File: config.mk
export PLATFORM = sky130hd
export DESIGN_NAME = victim_buffer
export DESIGN_NICKNAME = d
export VERILOG_FILES = /design/src/rtl/vc_pkg.sv /design/src/rtl/vc_match.sv /design/src/rtl/vc_alloc_ptr.sv /design/src/rtl/vc_entries.sv /design/src/rtl/victim_buffer.sv
export SDC_FILE = /design/constraint.sdc
export NUM_CORES = 1
export LEC_CHECK = 0
export ABC_AREA = 1
export BUFFER_PORTS_ARGS = -buffer_cell sky130_fd_sc_hd__clkbuf_2
export CORE_MARGIN = 4
export CORE_UTILIZATION = 55
export CTS_CLUSTER_DIAMETER = 80
export DETAILED_ROUTE_END_ITERATION = 10
export GPL_ROUTABILITY_DRIVEN = 0
export GPL_TIMING_DRIVEN = 0
export PLACE_DENSITY = 0.78
export SKIP_CTS_REPAIR_TIMING = 1
export SYNTH_ARGS = -nofsm -noshare
export SYNTH_HDL_FRONTEND = slang
export SYNTH_HIERARCHICAL = 1
export SYNTH_SLANG_ARGS = --single-unit
File: constraint.sdc
create_clock -name clk -period 9.1 [get_ports clk]
set_input_delay 0.91 -clock clk [delete_from_list [all_inputs] [get_ports clk]]
set_output_delay 0.91 -clock clk [all_outputs]
set_load 0.02 [all_outputs]
File: src/rtl/vc_pkg.sv
package vc_pkg;
  // Next allocation slot, wrapping at the slot count.
  function automatic int unsigned vc_next_slot(input int unsigned cur, input int unsigned n);
    return (cur + 1 >= n) ? 0 : cur + 1;
  endfunction

  // Unsigned width needed to index n slots, at least one bit.
  function automatic int unsigned vc_idx_width(input int unsigned n);
    return (n > 1) ? $clog2(n) : 1;
  endfunction
endpackage

File: src/rtl/vc_match.sv
module vc_match #(
  parameter int N_ENTRIES = 4,
  parameter int ADDR_W    = 12
) (
  input  logic [ADDR_W-1:0] key,
  input  logic [ADDR_W-1:0] tag_q [N_ENTRIES],
  input  logic [N_ENTRIES-1:0] valid_q,
  output logic [N_ENTRIES-1:0] match
);
  // One comparator per slot, all evaluated together.
  for (genvar g = 0; g < N_ENTRIES; g++) begin : g_cmp
    assign match[g] = valid_q[g] && (tag_q[g] == key);
  end
endmodule

File: src/rtl/vc_alloc_ptr.sv
module vc_alloc_ptr #(
  parameter int N_ENTRIES = 4,
  localparam int IW = vc_pkg::vc_idx_width(N_ENTRIES)
) (
  input  logic          clk,
  input  logic          rst_n,
  input  logic          adv,
  output logic [IW-1:0] ptr
);
  always_ff @(posedge clk) begin
    if (!rst_n) ptr <= '0;
    else if (adv) ptr <= IW'(vc_pkg::vc_next_slot(int'(ptr), N_ENTRIES));
  end
endmodule

File: src/rtl/vc_entries.sv
module vc_entries #(
  parameter int N_ENTRIES = 4,
  parameter int ADDR_W    = 12,
  parameter int LINE_W    = 64
) (
  input  logic                 clk,
  input  logic                 rst_n,
  input  logic [N_ENTRIES-1:0] wr_en,
  input  logic [N_ENTRIES-1:0] clr_en,
  input  logic [ADDR_W-1:0]    wr_addr,
  input  logic [LINE_W-1:0]    wr_data,
  output logic [ADDR_W-1:0]    tag_q  [N_ENTRIES],
  output logic [LINE_W-1:0]    data_q [N_ENTRIES],
  output logic [N_ENTRIES-1:0] valid_q
);
  for (genvar g = 0; g < N_ENTRIES; g++) begin : g_slot
    always_ff @(posedge clk) begin
      if (!rst_n) begin
        valid_q[g] <= 1'b0;
      end else if (wr_en[g]) begin
        valid_q[g] <= 1'b1;
      end else if (clr_en[g]) begin
        valid_q[g] <= 1'b0;
      end
    end
    always_ff @(posedge clk) begin
      if (wr_en[g]) begin
        tag_q[g]  <= wr_addr;
        data_q[g] <= wr_data;
      end
    end
  end
endmodule

File: src/rtl/victim_buffer.sv
module victim_buffer #(
  parameter int N_ENTRIES = 4,
  parameter int ADDR_W    = 12,
  parameter int LINE_W    = 64
) (
  input  logic              clk,
  input  logic              rst_n,
  input  logic              lk_valid,
  input  logic [ADDR_W-1:0] lk_addr,
  output logic              lk_hit,
  output logic [LINE_W-1:0] lk_data,
  output logic              lk_fwd,
  input  logic              ins_valid,
  input  logic [ADDR_W-1:0] ins_addr,
  input  logic [LINE_W-1:0] ins_data,
  input  logic              sw_req,
  input  logic              sw_vic_valid,
  input  logic [ADDR_W-1:0] sw_addr,
  input  logic [LINE_W-1:0] sw_data
);
  localparam int IW = vc_pkg::vc_idx_width(N_ENTRIES);

  logic [ADDR_W-1:0]    tag_q  [N_ENTRIES];
  logic [LINE_W-1:0]    data_q [N_ENTRIES];
  logic [N_ENTRIES-1:0] valid_q;
  logic [N_ENTRIES-1:0] lk_match, ins_match, alloc_sel, wr_en, clr_en;
  logic [IW-1:0]        ptr;
  logic [LINE_W-1:0]    slot_data;
  logic                 ins_resident, lk_bypass, stored_hit, swap_fire, ptr_adv;

  vc_entries #(.N_ENTRIES(N_ENTRIES), .ADDR_W(ADDR_W), .LINE_W(LINE_W)) u_entries (
    .clk(clk), .rst_n(rst_n), .wr_en(wr_en), .clr_en(clr_en),
    .wr_addr(ins_valid ? ins_addr : sw_addr),
    .wr_data(ins_valid ? ins_data : sw_data),
    .tag_q(tag_q), .data_q(data_q), .valid_q(valid_q)
  );

  vc_match #(.N_ENTRIES(N_ENTRIES), .ADDR_W(ADDR_W)) u_lk_match (
    .key(lk_addr), .tag_q(tag_q), .valid_q(valid_q), .match(lk_match)
  );

  vc_match #(.N_ENTRIES(N_ENTRIES), .ADDR_W(ADDR_W)) u_ins_match (
    .key(ins_addr), .tag_q(tag_q), .valid_q(valid_q), .match(ins_match)
  );

  vc_alloc_ptr #(.N_ENTRIES(N_ENTRIES)) u_ptr (
    .clk(clk), .rst_n(rst_n), .adv(ptr_adv), .ptr(ptr)
  );

  // Named events used by the bound checker.
  assign ins_resident = |ins_match;
  assign ptr_adv      = ins_valid && !ins_resident;
  assign stored_hit   = lk_valid && (|lk_match);
  assign lk_bypass    = lk_valid && ins_valid && (ins_addr == lk_addr);
  assign swap_fire    = sw_req && stored_hit && !ins_valid;

  for (genvar g = 0; g < N_ENTRIES; g++) begin : g_ctl
    assign alloc_sel[g] = (ptr == IW'(g));
    assign wr_en[g]  = (ins_valid && (ins_resident ? ins_match[g] : alloc_sel[g]))
                     || (swap_fire && lk_match[g] && sw_vic_valid);
    assign clr_en[g] = swap_fire && lk_match[g] && !sw_vic_valid;
  end

  always_comb begin
    slot_data = '0;
    for (int i = 0; i < N_ENTRIES; i++) begin
      if (lk_match[i]) slot_data = slot_data | data_q[i];
    end
  end

  assign lk_hit  = lk_bypass || stored_hit;
  assign lk_data = lk_bypass ? ins_data : (stored_hit ? slot_data : '0);
  assign lk_fwd  = lk_valid && !lk_hit;
endmodule

; After elaboration in Yosys (flattened, before gate mapping)
; Cells that the tools add are included.
[totals]
ff_bits = 310
wordCells = 98
[classes]
n_addsub = 1
n_lt_le_gt_ge = 1
eq_ne = 12
muxes = 21
bitwise_logic = 3
reduce_logical = 47
[ops]
columns = cell, count
row1 = 64-bit 2-to-1 mux, 7
row2 = 64-bit bitwise OR, 3
row3 = 12-bit equality test, 9
row4 = 1-bit logical AND, 31
row5 = 1-bit 2-to-1 mux, 12
row6 = 12-bit 2-to-1 mux, 1
row7 = 2-bit nonzero test, 4
row8 = 4-bit OR reduction, 2
row9 = 1-bit logical OR, 5
row10 = 2-bit equality test (second input constant), 2
row11 = 1-bit zero test, 4
row12 = 2-bit by 1-bit adder with 3-bit output (second input constant), 1
row13 = 3-bit >= comparator (second input constant), 1
row14 = 2-bit by 1-bit equality test with 1-bit output (second input constant), 1
row15 = 2-bit zero test, 1
row16 = 2-bit 2-to-1 mux, 1

; Logic depth before layout (Yosys ltp)
[depth]
depth_word = 11
ltp_mapped = 16
mapped_depth_nobuf = 15

; Modules after synthesis
; The synthesis kept the hierarchy.
[modules_own_cells]
columns = mod, n_inst, cells_each, area_each_um2
row1 = vc_entries, 1, 325, 9277.6
row2 = victim_buffer, 1, 869, 4311.6
row3 = vc_match, 2, 171, 780.7
row4 = vc_alloc_ptr, 1, 13, 96.3

; Worst setup path before layout
; No wires, ideal clock.
[synth_timing]
path_type = input -> register
startpoint = input port lk_addr[2]
endpoint = register u_entries/data_q[0] (netlist bit), enable pin
t_arrival_ns = 7.322
t_required_ns = 8.482
path_slack_ns = 1.161
stages = 9
n_path_buf = 2
cell_sequence = buf_4 > xnor2_1 > nand2_1 > nor2_1 > nand2_1 > nor2_1 > clkbuf_1 > nand3_1 > o21ai_0
[synth_via]
elab_chain_cells = 9
elab_cells_between_ends = 15
[synth_lines]
columns = item, line_no
row1 = from (decl), victim_buffer.sv:9  ; input logic [ADDR_W-1:0] lk_addr,
row2 = 12-bit equality test (*), vc_match.sv:12  ; assign match[g] = valid_q[g] && (tag_q[g] == key);
row3 = 1-bit logical AND (*), vc_match.sv:12
row4 = via lk_match[3], victim_buffer.sv:26  ; logic [N_ENTRIES-1:0] lk_match, ins_match, alloc_sel, wr_en, clr_en;
row5 = 4-bit OR reduction, victim_buffer.sv:53  ; assign stored_hit = lk_valid && (|lk_match);
row6 = 1-bit logical AND, victim_buffer.sv:53
row7 = 1-bit logical AND (2 in a row), victim_buffer.sv:55  ; assign swap_fire = sw_req && stored_hit && !ins_valid;
row8 = 1-bit logical AND (*) (2 in a row), victim_buffer.sv:60  ; || (swap_fire && lk_match[g] && sw_vic_valid);
row9 = 1-bit logical OR (*), victim_buffer.sv:60
row10 = via wr_en[3], victim_buffer.sv:26
row11 = "to (signal, indexed assignment)", vc_entries.sv:29  ; data_q[g] <= wr_data;
row12 = to (decl), vc_entries.sv:13  ; output logic [LINE_W-1:0] data_q [N_ENTRIES],
; Mark *: on every way through the listed nets, which the timed path passes. The rest lies on a longest branch.
; A chain may end at the register's enable or synchronous reset.

; Final worst setup path
[layout_timing]
startpoint = input port lk_addr[7]
endpoint = output port lk_data[62]
[layout_via]
elab_cells_between_ends = 21
[layout_lines]
columns = item, line_no
row1 = 12-bit equality test (*), vc_match.sv:12
row2 = 1-bit logical AND (*), vc_match.sv:12
row3 = via lk_match[3], victim_buffer.sv:26
row4 = 4-bit OR reduction, victim_buffer.sv:53
row5 = 1-bit logical AND, victim_buffer.sv:53
row6 = 64-bit 2-to-1 mux (*) (2 in a row), victim_buffer.sv:72  ; assign lk_data = lk_bypass ? ins_data : (stored_hit ? slot_data : '0);
row7 = to (decl), victim_buffer.sv:11  ; output logic [LINE_W-1:0] lk_data,
; Marked as above.

==> flow_metrics.py <==
metrics = {
    "cts": {
        "cts.sinks": 310,
        "cts-htree-levels": 1,
        "clockBufferDepth": 3,
        "cts-buffers-inserted": 29,
        "clk_latency_ps": 560,
        "cts_tree": "done",
        "cts-root-buf": "clkbuf_16",
        "clkTransAtPathRegs_ps": 60,
    },
    "routing": {
        "via_count": 12200,
        "drt_wl_total_mm": 40.9,
        "routed_via_density": 5.49,
        "drt-initial-drc-count": 1199,
        "dr.pass1.iters": 5,
        "drc": 0,
        "ant_nets": 0,
        "routedWlPerCell_um": 18.4,
    },
    "synth": {
        "yosysUniqueCellTypes": 31,
        "synth_top_area_share": 0.599,
        "synth.avg_cell_area_sq_um": 9.84,
        "yosys_warnings": 6,
        "post_synth_instance_area_sq_um": 15200,
        "synth_cells": 1549,
        "synth_seq_area_share": 0.607,
        "syn-num-nets": 1720,
        "synth_area_leaders": "edfxtp_1 (60%), nand2_1 (13%), a22o_1 (7.4%)",
        "synth.ff_latch_count": 310,
        "yosysTopAreaCell": "edfxtp_1",
    },
    "global_routing": {
        "grt_overflow": 0,
        "grt_pass1_vias": 11800,
        "grt_max_degree": 25,
        "antenna_found_initial": 0,
        "grt_pass1_wl_mm": 61.9,
        "grt.total_usage": 0.257,
    },
    "die": {
        "boundaryPins": 236,
        "die_h_um": 175,
        "rows": 60,
        "die_w_um": 175,
        "core_sq_um": 27100,
        "dieArea_sq_um": 30500,
        "start_util": 0.563,
    },
    "pwr": {
        "power.density_nw_per_um2": 169,
        "power.leakage_nw": 7.67,
        "swShare": 0.230,
        "power_w": 0.00306,
        "clock_power_share": 0.368,
        "p_comb_frac": 0.084,
        "seqPwrFrac": 0.548,
        "ir_drop_mv": 0.127,
        "p_sw_w": 0.000702,
        "intPower_w": 0.00235,
    },
    "timing": {
        "skew_ps": 11.9,
        "relSlewSlack": 0.474,
        "final.min_clock_period_ps": 4310,
        "finalHoldViolCount": 0,
        "grt_setup_unrepaired": "no",
        "fin_crit_sh": 0.474,
        "tightest_slew_ps": 787,
        "finalMaxSlewViolations": 0,
        "setup_violations": 0,
        "fmax_mhz": 232,
    },
    "place": {
        "place_inst": 2167,
        "place_area_sq_um": 17200,
        "dp_hpwl_mm": 28.2,
        "numPortBuffers": 234,
    },
    "setup_path": {
        "cp.arrival_ps": 3400,
        "cp_cell_sequence": "clkbuf_2, inv_1, o21ai_0, nor2_1, nand3_1, nor2_1, inv_1, a31oi_2, inv_1, buf_2, buf_2, nor2_1, nand2_1, nand2_1, clkbuf_2",
        "crit_slowest_cell": "a31oi_2",
        "cp-end-kind": "output port",
        "start_kind": "input port",
        "required_ps": 8190,
        "ff2ff_setup_slack_ps": 5780,
        "worstSetupPathType": "in -> out",
        "critPathMaxStageDelay_ps": 270,
        "crit_fanout": 10,
    },
    "worst_hold_path": {
        "hold_class": "reg -> reg",
    },
    "status": {
        "status": "finished clean",
    },
    "layout": {
        "design_area_sq_um": 18100,
        "num-fill-cells": 2131,
        "final_cells": 2219,
        "mostFrequentLayoutCells": "nand2_1 (515), edfxtp_1 (304), clkbuf_2 (234)",
        "area_delta_synth_final_pct": 18.4,
        "mostFrequentLayoutCell": "nand2_1",
        "diodes": 0,
        "drive_above_1_share": 0.203,
        "fin_nets": 1997,
    },
    "job": {
        "cap_violations": 0,
    },
}
==> critical path, delay by kind of cell <==
kind / cells / cell delay (ps)
compound gates: 2 / 390
simple gates: 6 / 860
buf+inv: 7 / 1250
==> state kept, by name (all words and copies together) (netlist names) <==
name               count
u_entries/tag_q       48
u_ptr/ptr              2
u_entries/data_q     256
u_entries/valid_q      4
==> layout make-up <==
type / count / area [sq um] / area share
buffer: 74 / 549 / 0.0304
clock buffer: 36 / 752 / 0.0416
clock inverter: 16 / 120 / 0.00665
inverter: 118 / 443 / 0.0245
multi-input combinational: 1047 / 5050 / 0.280
sequential: 310 / 9250 / 0.512
tap: 372 / 465 / 0.0258
timing repair buffer: 246 / 1430 / 0.0790
==> power by group through the flow <==
stage	clock, W	sequential [W]	combinational, W
2_1_floorplan	0	0.00171	0.000129
3_3_place_gp	0	0.00173	0.000231
3_5_place_dp	0	0.00170	0.000252
4_1_cts	0.00113	0.00167	0.000254
5_1_grt	0.00120	0.00168	0.000281
6_report	0.00112	0.00167	0.000257
==> worst paths after layout <==
| path | from | to | depth (start not counted) |
|---|---|---|---|
| setup / recovery | lk_addr[7] | lk_data[62] | 15 |
| hold / removal | u_entries/valid_q[3] | u_entries/valid_q[3] | 2 |
| setup reg to reg | u_entries/tag_q[8] | u_entries/data_q[11] | 10 |
| hold reg to reg | u_entries/valid_q[3] | u_entries/valid_q[3] | 2 |
==> logic make-up after synthesis <==
kind of cell | synth area share
AOI/OAI and AO/OA | 0.0991
buffers and inverters | 0.0651
adders and majority gates | 0.000820
and+or+nand+nor | 0.208
DFF | 0.607
xor gates and xnor gates | 0.0201
==> routing by layer <==
metal / track usage / vias up / part of all wire
met1: 0.346 / 5733 / 0.41
met3: 0.0431 / 89 / 0.088
li1: - / 5788 / -
met5: 0 / - / 0
met2: 0.434 / 581 / 0.48
met4: 0.0779 / 0 / 0.029
==> through the flow <==
stage / util / hold WS, ps / setup TNS (ps) / worst slack, ps
floorplan: - / 444 / 0 / 1160
global placement: 0.623 / 464 / -1077460 / -3610
global route: 0.666 / 503 / 0 / 4580
CTS: 0.666 / 492 / 0 / 4870
detailed placement: 0.634 / 483 / 0 / 4880
finish: 0.666 / 495 / 0 / 4790
==> cell usage after synthesis (all sizes together) <==
| library cell | count |
|---|---|
| xor2 | 12 |
| dfxtp | 6 |
| nand2 | 516 |
| inv | 113 |
| clkbuf | 22 |
| a21oi | 6 |
| nor3 | 2 |
| clkinv | 5 |
| o21ai | 56 |
| nand4 | 1 |
| a22o | 128 |
| ha | 1 |
| buf | 52 |
| edfxtp | 304 |
| a31oi | 1 |
| nand3b | 1 |
| nor2 | 215 |
| nand3 | 77 |
| xnor2 | 23 |
| a21boi | 8 |
Power figures use the tool's default switching activity.
